File: src/rtl/tmr_pkg.sv
package tmr_pkg;
    localparam int CTL_W = 7;
    localparam int EN_B  = 0;
    localparam int AR_B  = 1;
    localparam int LD_B  = 2;
    localparam int IE_B  = 3;
    localparam int IP_B  = 4;
    localparam int CH_B  = 5;
    localparam int DH_B  = 6;

    typedef struct packed {
        logic en;
        logic ar;
        logic ie;
        logic ip;
        logic ch;
        logic dh;
        logic irq;
    } ctl_st_t;
endpackage

File: src/rtl/tmr_downcount.sv
module tmr_downcount #(
    parameter int W = 32
) (
    input  logic         clk,
    input  logic         rst_n,
    input  logic         tick_i,
    input  logic         run_i,
    input  logic         auto_rl_i,
    input  logic         cnt_wr_i,
    input  logic         rld_wr_i,
    input  logic         load_i,
    input  logic [W-1:0] wr_data_i,
    output logic [W-1:0] cnt_o,
    output logic [W-1:0] rld_o,
    output logic         expire_o
);
    typedef struct packed {
        logic [W-1:0] cnt;
        logic [W-1:0] rld;
    } cnt_st_t;

    cnt_st_t s_d, s_q;
    logic    step;
    logic    at_zero;

    assign at_zero  = (s_q.cnt == '0);
    assign step     = tick_i && run_i && !cnt_wr_i && !load_i;
    assign expire_o = step && at_zero;

    always_comb begin
        s_d = s_q;
        if (rld_wr_i) s_d.rld = wr_data_i;
        if (load_i) begin
            s_d.cnt = s_q.rld;
        end else if (cnt_wr_i) begin
            s_d.cnt = wr_data_i;
        end else if (step) begin
            if (at_zero) s_d.cnt = auto_rl_i ? s_q.rld : '0;
            else         s_d.cnt = s_q.cnt - W'(1);
        end
    end

    always_ff @(posedge clk or negedge rst_n) begin
        if (!rst_n) s_q <= '0;
        else        s_q <= s_d;
    end

    assign cnt_o = s_q.cnt;
    assign rld_o = s_q.rld;


    dec_step_chk: assert property (@(posedge clk) disable iff (!rst_n)
        (tick_i && run_i && !at_zero && !cnt_wr_i && !load_i) |=> cnt_o == $past(cnt_o) - W'(1));

    idle_hold_chk: assert property (@(posedge clk) disable iff (!rst_n)
        (!(tick_i && run_i) && !cnt_wr_i && !load_i) |=> $stable(cnt_o));

    restart_val_chk: assert property (@(posedge clk) disable iff (!rst_n)
        (expire_o && auto_rl_i) |=> cnt_o == $past(rld_o));

    cnt_write_chk: assert property (@(posedge clk) disable iff (!rst_n)
        cnt_wr_i |=> cnt_o == $past(wr_data_i));
endmodule

File: src/rtl/tmr_ctl_reg.sv
module tmr_ctl_reg
    import tmr_pkg::*;
(
    input  logic             clk,
    input  logic             rst_n,
    input  logic             ctl_wr_i,
    input  logic [CTL_W-1:0] wr_bits_i,
    input  logic             expire_i,
    output logic             en_o,
    output logic             ar_o,
    output logic [CTL_W-1:0] ctl_o,
    output logic             irq_o
);
    ctl_st_t s_d, s_q;
    logic    fire;

    assign fire = expire_i && s_q.ie;

    always_comb begin
        s_d     = s_q;
        s_d.irq = fire;
        if (ctl_wr_i) begin
            s_d.en = wr_bits_i[EN_B];
            s_d.ar = wr_bits_i[AR_B];
            s_d.ie = wr_bits_i[IE_B];
            s_d.ch = wr_bits_i[CH_B];
            s_d.dh = wr_bits_i[DH_B];
            if (wr_bits_i[IP_B]) s_d.ip = 1'b0;
        end else if (expire_i && !s_q.ar) begin
            s_d.en = 1'b0;
        end
        if (fire) s_d.ip = 1'b1;
    end

    always_ff @(posedge clk or negedge rst_n) begin
        if (!rst_n) s_q <= '0;
        else        s_q <= s_d;
    end

    always_comb begin
        ctl_o       = '0;
        ctl_o[EN_B] = s_q.en;
        ctl_o[AR_B] = s_q.ar;
        ctl_o[IE_B] = s_q.ie;
        ctl_o[IP_B] = s_q.ip;
        ctl_o[CH_B] = s_q.ch;
        ctl_o[DH_B] = s_q.dh;
    end

    assign en_o  = s_q.en;
    assign ar_o  = s_q.ar;
    assign irq_o = s_q.irq;


    irq_pend_chk: assert property (@(posedge clk) disable iff (!rst_n)
        irq_o |-> ctl_o[IP_B]);

    pend_clear_src_chk: assert property (@(posedge clk) disable iff (!rst_n)
        $fell(ctl_o[IP_B]) |-> $past(ctl_wr_i && wr_bits_i[IP_B]));

    stop_chk: assert property (@(posedge clk) disable iff (!rst_n)
        (expire_i && !ar_o && !ctl_wr_i) |=> !en_o);

    set_wins_chk: assert property (@(posedge clk) disable iff (!rst_n)
        (expire_i && s_q.ie) |=> ctl_o[IP_B] && irq_o);
endmodule

File: src/rtl/tmr_channel.sv
module tmr_channel
    import tmr_pkg::*;
#(
    parameter int CNT_W = 32
) (
    input  logic             clk,
    input  logic             rst_n,
    input  logic             tick_i,
    input  logic             cnt_wr_i,
    input  logic             rld_wr_i,
    input  logic             ctl_wr_i,
    input  logic [CNT_W-1:0] wr_data_i,
    output logic [CNT_W-1:0] cnt_o,
    output logic [CNT_W-1:0] rld_o,
    output logic [CTL_W-1:0] ctl_o,
    output logic             irq_o
);
    logic run, auto_rl, expire, load_cmd;

    assign load_cmd = ctl_wr_i && wr_data_i[LD_B];

    tmr_downcount #(.W(CNT_W)) u_cnt (
        .clk       (clk),
        .rst_n     (rst_n),
        .tick_i    (tick_i),
        .run_i     (run),
        .auto_rl_i (auto_rl),
        .cnt_wr_i  (cnt_wr_i),
        .rld_wr_i  (rld_wr_i),
        .load_i    (load_cmd),
        .wr_data_i (wr_data_i),
        .cnt_o     (cnt_o),
        .rld_o     (rld_o),
        .expire_o  (expire)
    );

    tmr_ctl_reg u_ctl (
        .clk       (clk),
        .rst_n     (rst_n),
        .ctl_wr_i  (ctl_wr_i),
        .wr_bits_i (wr_data_i[CTL_W-1:0]),
        .expire_i  (expire),
        .en_o      (run),
        .ar_o      (auto_rl),
        .ctl_o     (ctl_o),
        .irq_o     (irq_o)
    );

    // input rule: one write strobe per cycle at most
    strobe_excl_chk: assert property (@(posedge clk) disable iff (!rst_n)
        $onehot0({cnt_wr_i, rld_wr_i, ctl_wr_i}));

    load_rd_zero_chk: assert property (@(posedge clk) disable iff (!rst_n)
        load_cmd |=> (cnt_o == $past(rld_o)) && !ctl_o[LD_B]);
endmodule

File: config.mk
export PLATFORM = sky130hd
export DESIGN_NAME = tmr_channel
export DESIGN_NICKNAME = d
export VERILOG_FILES = /design/src/rtl/tmr_pkg.sv /design/src/rtl/tmr_downcount.sv /design/src/rtl/tmr_ctl_reg.sv /design/src/rtl/tmr_channel.sv
export SDC_FILE = /design/constraint.sdc
export NUM_CORES = 1
export LEC_CHECK = 0
export CAP_MARGIN = 20
export CORE_MARGIN = 8
export CORE_UTILIZATION = 54
export CTS_CLUSTER_SIZE = 25
export DETAILED_ROUTE_END_ITERATION = 7
export PLACE_DENSITY = 0.95
export SLEW_MARGIN = 25
export SYNTH_ARGS = -nofsm -noshare
export SYNTH_HDL_FRONTEND = slang
export SYNTH_SLANG_ARGS = --single-unit
File: constraint.sdc
create_clock -name clk -period 7.43 [get_ports clk]
set_input_delay 1.1145 -clock clk [delete_from_list [all_inputs] [get_ports clk]]
set_output_delay 1.1145 -clock clk [all_outputs]
set_load 0.005 [all_outputs]
==> reports/results.md <==
| Group | Result | Value |
|:---|:---|:---|
| power | IR Drop Worst-Case VDD | 0.000117 V |
| timing | Final setup vio count | 0 |
| layout | Area overhead of the layout relative to synthesis | 30.3% |
| layout | Most common cell after layout, fill and taps aside | sky130_fd_sc_hd__clkdlybuf4s50_1 |
| grt | Number of antenna violations at the first check in global routing | 0 |
| layout | Most used cells in the layout excluding fill and tap cells | sky130_fd_sc_hd__clkdlybuf4s50_1 (106), sky130_fd_sc_hd__dfrtp_1 (71), sky130_fd_sc_hd__nand2_1 (59) |
| critical path | Startpoint of the lowest-slack register-to-register path | u_cnt.cnt_o[26] |
| layout | Diodes inserted | 0 |
| routing | Final ANT Viol Nets | 0 |
| yosys | Distinct cell type count of the synthesized netlist | 58 |
| yosys | Synth area leader | sky130_fd_sc_hd__dfrtp_1 |
| place | Placed cell count | 682 |
| critical path | Setup Crit Path Kind | input pin to flip-flop |
| grt | Vias in the first global route | 4665 |
| routing | Via/cell ratio | 6.58 |
| power | Switching Share | 0.310 |
| critical path | Source of the critical timing path | ctl_wr_i |
| timing | Final Max Tran Viols | 0 |
| clock tree | Number of buffers added by the clock tree synthesis step | 9 |
| critical path | Max Fanout on Critical Path | 22 |
| worst hold path | Hold Path Origin | u_ctl.ctl_o[4] |
| timing | Fin. Hold Viols | 0 |
| power | Psw | 0.371 mW |
| routing | Per-cell routed wire length | 22.1 µm |
| yosys | Share of the yosys chip area belonging to registers | 0.399 |
| grt | Global routing's busiest layer | met2 |
| place | IO buf count | 108 |
| yosys | Cell types with the largest area share after synthesis | sky130_fd_sc_hd__dfrtp_1 (40%), sky130_fd_sc_hd__mux2_2 (9.1%), sky130_fd_sc_hd__nand2_1 (5.0%), sky130_fd_sc_hd__nor2_1 (3.7%), sky130_fd_sc_hd__o21ai_0 (3.4%) |
| critical path | Worst-case reg-to-reg path depth | 6 |
| grt | Met1 usage | 0.344 |
| worst hold path | Terminating pin of the worst hold path | u_ctl.ctl_o[4] |
| floorplan | Die W | 107 µm |
| grt | Remaining global-route overflow | 0 |
| place | Placed wire-length estimate | 10.7 mm |
| yosys | Synthesized net count | 539 |
| routing | Final routed wirelength across all metal layers | 15.4 mm |
| power | Combinational cell fraction of total power | 0.260 |
| place | RD Place Congestion | 0.919 |
| timing | Worst Max-Slew Pin Slew | 1.05 ns |
| clock tree | Total of cells resized after clock tree synthesis | 0 |
| power | Share of power burned in the clock network | 0.311 |
| clock tree | Clock latency of the later-clocked register in the worst-skew pair | 0.35 ns |
| yosys | Yosys synthesis warning count | 0 |
| floorplan | Core Region | 0.00809 mm² |
| timing | Final clock period utilization by the worst path | 0.481 |
| critical path | Worst endpoint required time | 7.65 ns |
| grt | Grt met3 use | 0.0618 |
| clock tree | Clock-pin slew on the worst setup and hold paths | 0.08 ns |
| status | Outcome | complete, no violations |
| critical path | Data arrival time at the worst-slack endpoint | 3.80 ns |
| yosys | Number of enable flip-flop cells after synthesis | 0 |
| worst hold path | Class of the tightest hold or removal check | flip-flop to flip-flop |
| clock tree | Clock tree buffer depth | 2 |
| timing | Worst clock skew | 0.00655 ns |
| routing | Number of DRC violations after detailed routing | 0 |
| routing | Initial DRT Pass Iterations | 5 |
| grt | Pin count of the biggest net entering global routing | 72 |
| critical path | R2r setup slk | 4.31 ns |
| grt | Met2 routing resource usage after global routing | 0.431 |
| power | Static leakage power | 2.28 nW |
| routing | Drt initial violations | 391 |
| yosys | Mean instance size in the synthesized netlist | 8.93 µm² |
| yosys | Number of cells produced by synthesis | 499 |
| timing | Total negative slack for setup checks | 0 ns |
| yosys | Area fraction of the dominant cell type after synthesis | 0.399 |
| floorplan | Initial Util | 0.550 |
| floorplan | I/O pins | 110 |
| clock tree | Number of post-CTS setup repair buffers | 0 |
| floorplan | Number of core rows | 33 |
| clock tree | TritonCTS Sinks | 71 |
| yosys | Fraction of registers with async set or reset after synthesis | 1.00 |
| timing | Setup repair after global routing missed its margin | false |
| critical path | Destination of the worst register-to-register timing path | u_cnt.cnt_o[8] |
| clock tree | CTS HTree Levels | 3 |
| timing | Max-slew headroom at the worst pin | 0.299 |
| worst hold path | Instance count along the most critical hold path | 1 |
| power | Sequential cell fraction of total power | 0.429 |
| layout | Number of cells in the finished layout apart from fillers | 697 |
| layout | Number of filler instances in the final layout | 618 |
| floorplan | Height of the chip | 107 µm |
| floorplan | Full die area | 0.0114 mm² |
| routing | Overall via count from detail_route | 4583 |
| critical path | Critical Path Sink Type | flip-flop |
| job | Count of maximum capacitance violations | 0 |
| layout | Share of cells above drive strength 1 | 0.118 |
| grt | Global-route wire length before repair | 24.8 mm |
| timing | Final Critical Period | 3.58 ns |
| grt | GRT Util Overall | 0.272 |
| power | Internal power contribution | 0.826 mW |
| yosys | Netlist Area Pre-Place | 0.00445 mm² |
| yosys | #FFs+latches synth | 71 |
| power | Power per unit of standard cell area | 206 mW/mm² |
| critical path | Type of element launching the critical path | input pin |
| clock tree | TritonCTS clock tree | yes |
| timing | Peak Freq | 280 MHz |
| clock tree | Root Buffer Master | sky130_fd_sc_hd__clkbuf_8 |
| yosys | Main flop type after synthesis | sky130_fd_sc_hd__dfrtp_1 |
| layout | Nets@finish | 628 |
| clock tree | CTS hold repair buffers | 0 |
## per-layer routing
metal / share of wire / vias up / routed length (µm)
li1: - / 2040 / -
met4: 0.020 / 0 / 304
met1: 0.39 / 2203 / 5960
met5: 0 / - / 0
met2: 0.49 / 312 / 7490
met3: 0.11 / 28 / 1620
## cell type report
type                            count  area, µm²  share of cell area
Multi-Input combinational cell    382       2490               0.430
Sequential cell                    71       1780               0.306
Timing Repair Buffer              117       1140               0.197
Tap cell                          105        131              0.0226
Clock buffer                        9        124              0.0214
Clock inverter                      6        110              0.0190
Inverter                            7       26.3             0.00453
## critical path, cell delays in order
cell	delay (ns)
sky130_fd_sc_hd__clkdlybuf4s50_1	0.82
sky130_fd_sc_hd__and2_1	0.80
sky130_fd_sc_hd__nor2_1	0.25
sky130_fd_sc_hd__nand2_1	0.21
sky130_fd_sc_hd__nand2_1	0.15
sky130_fd_sc_hd__a311oi_1	0.31
sky130_fd_sc_hd__o21ai_0	0.14
## registers in the layout (all words and copies together) (netlist names)
signal,flops
u_cnt.cnt_o,32
u_cnt.rld_o,32
u_ctl.ctl_o,4
u_ctl.ar_o,1
u_ctl.en_o,1
u_ctl.irq_o,1
## through the flow
stage	power, mW	area, µm²	setup WS (ns)	utilization	hold slack, ns
floorplan	0.644	4450	5.01	-	0.473
global placement	0.813	5560	3.67	0.687	0.462
detailed placement	0.825	5570	3.57	0.688	0.472
CTS	1.20	5800	3.97	0.717	0.495
global route	1.24	5800	3.64	0.717	0.539
finish	1.20	5800	3.85	0.717	0.497
## synth_stat cells, drive strengths merged, types with 2 or more instances
cell type and count:
nand2 59, o211ai 10, buf 12, a221oi 4
ha 2, or3 8, inv 7, o31ai 7
a21oi 28, a21o 3, a31oi 14, o221ai 2
and2 2, mux2i 3, nand3b 2, nor4 10
o31a 2, dfrtp 71, xor2 7, o22ai 2
and3 15, xnor2 9, a22oi 2, clkbuf 27
a221o 4, nor3b 2, mux2 36, o21a 2
nor3 15, o21ai 30, o41ai 6, a211oi 6
a311oi 5, nor2 44, nand3 11, nand4 8
a22o 2, or4 5
## power by group through the flow
stage	registers [mW]	logic [mW]	clock network, mW
finish	0.514	0.311	0.372
global route	0.520	0.338	0.384
CTS	0.510	0.311	0.375
detailed placement	0.517	0.309	0
global placement	0.515	0.298	0
floorplan	0.495	0.148	0
## kinds of logic after synthesis
group                    synth area share
AND/OR/NAND/NOR                     0.220
AO/OA/AOI/OAI                       0.203
flip-flops                          0.399
buffers and inverters              0.0427
multiplexers                       0.0978
XOR/XNOR                           0.0315
adder cells (fa/ha/maj)           0.00562
other                            0.000842
## worst max-delay path by stage
stage | to | slack [ns] | cells past startpoint
finish | u_cnt.cnt_o[10] | 3.85 | 7
global route | u_cnt.cnt_o[10] | 3.64 | 7
CTS | u_cnt.cnt_o[10] | 3.97 | 7
detailed placement | u_cnt.cnt_o[10] | 3.57 | 7
global placement | u_cnt.cnt_o[10] | 3.67 | 7
floorplan | u_cnt.cnt_o[29] | 5.01 | 7
(Power assumes the default switching activity.)
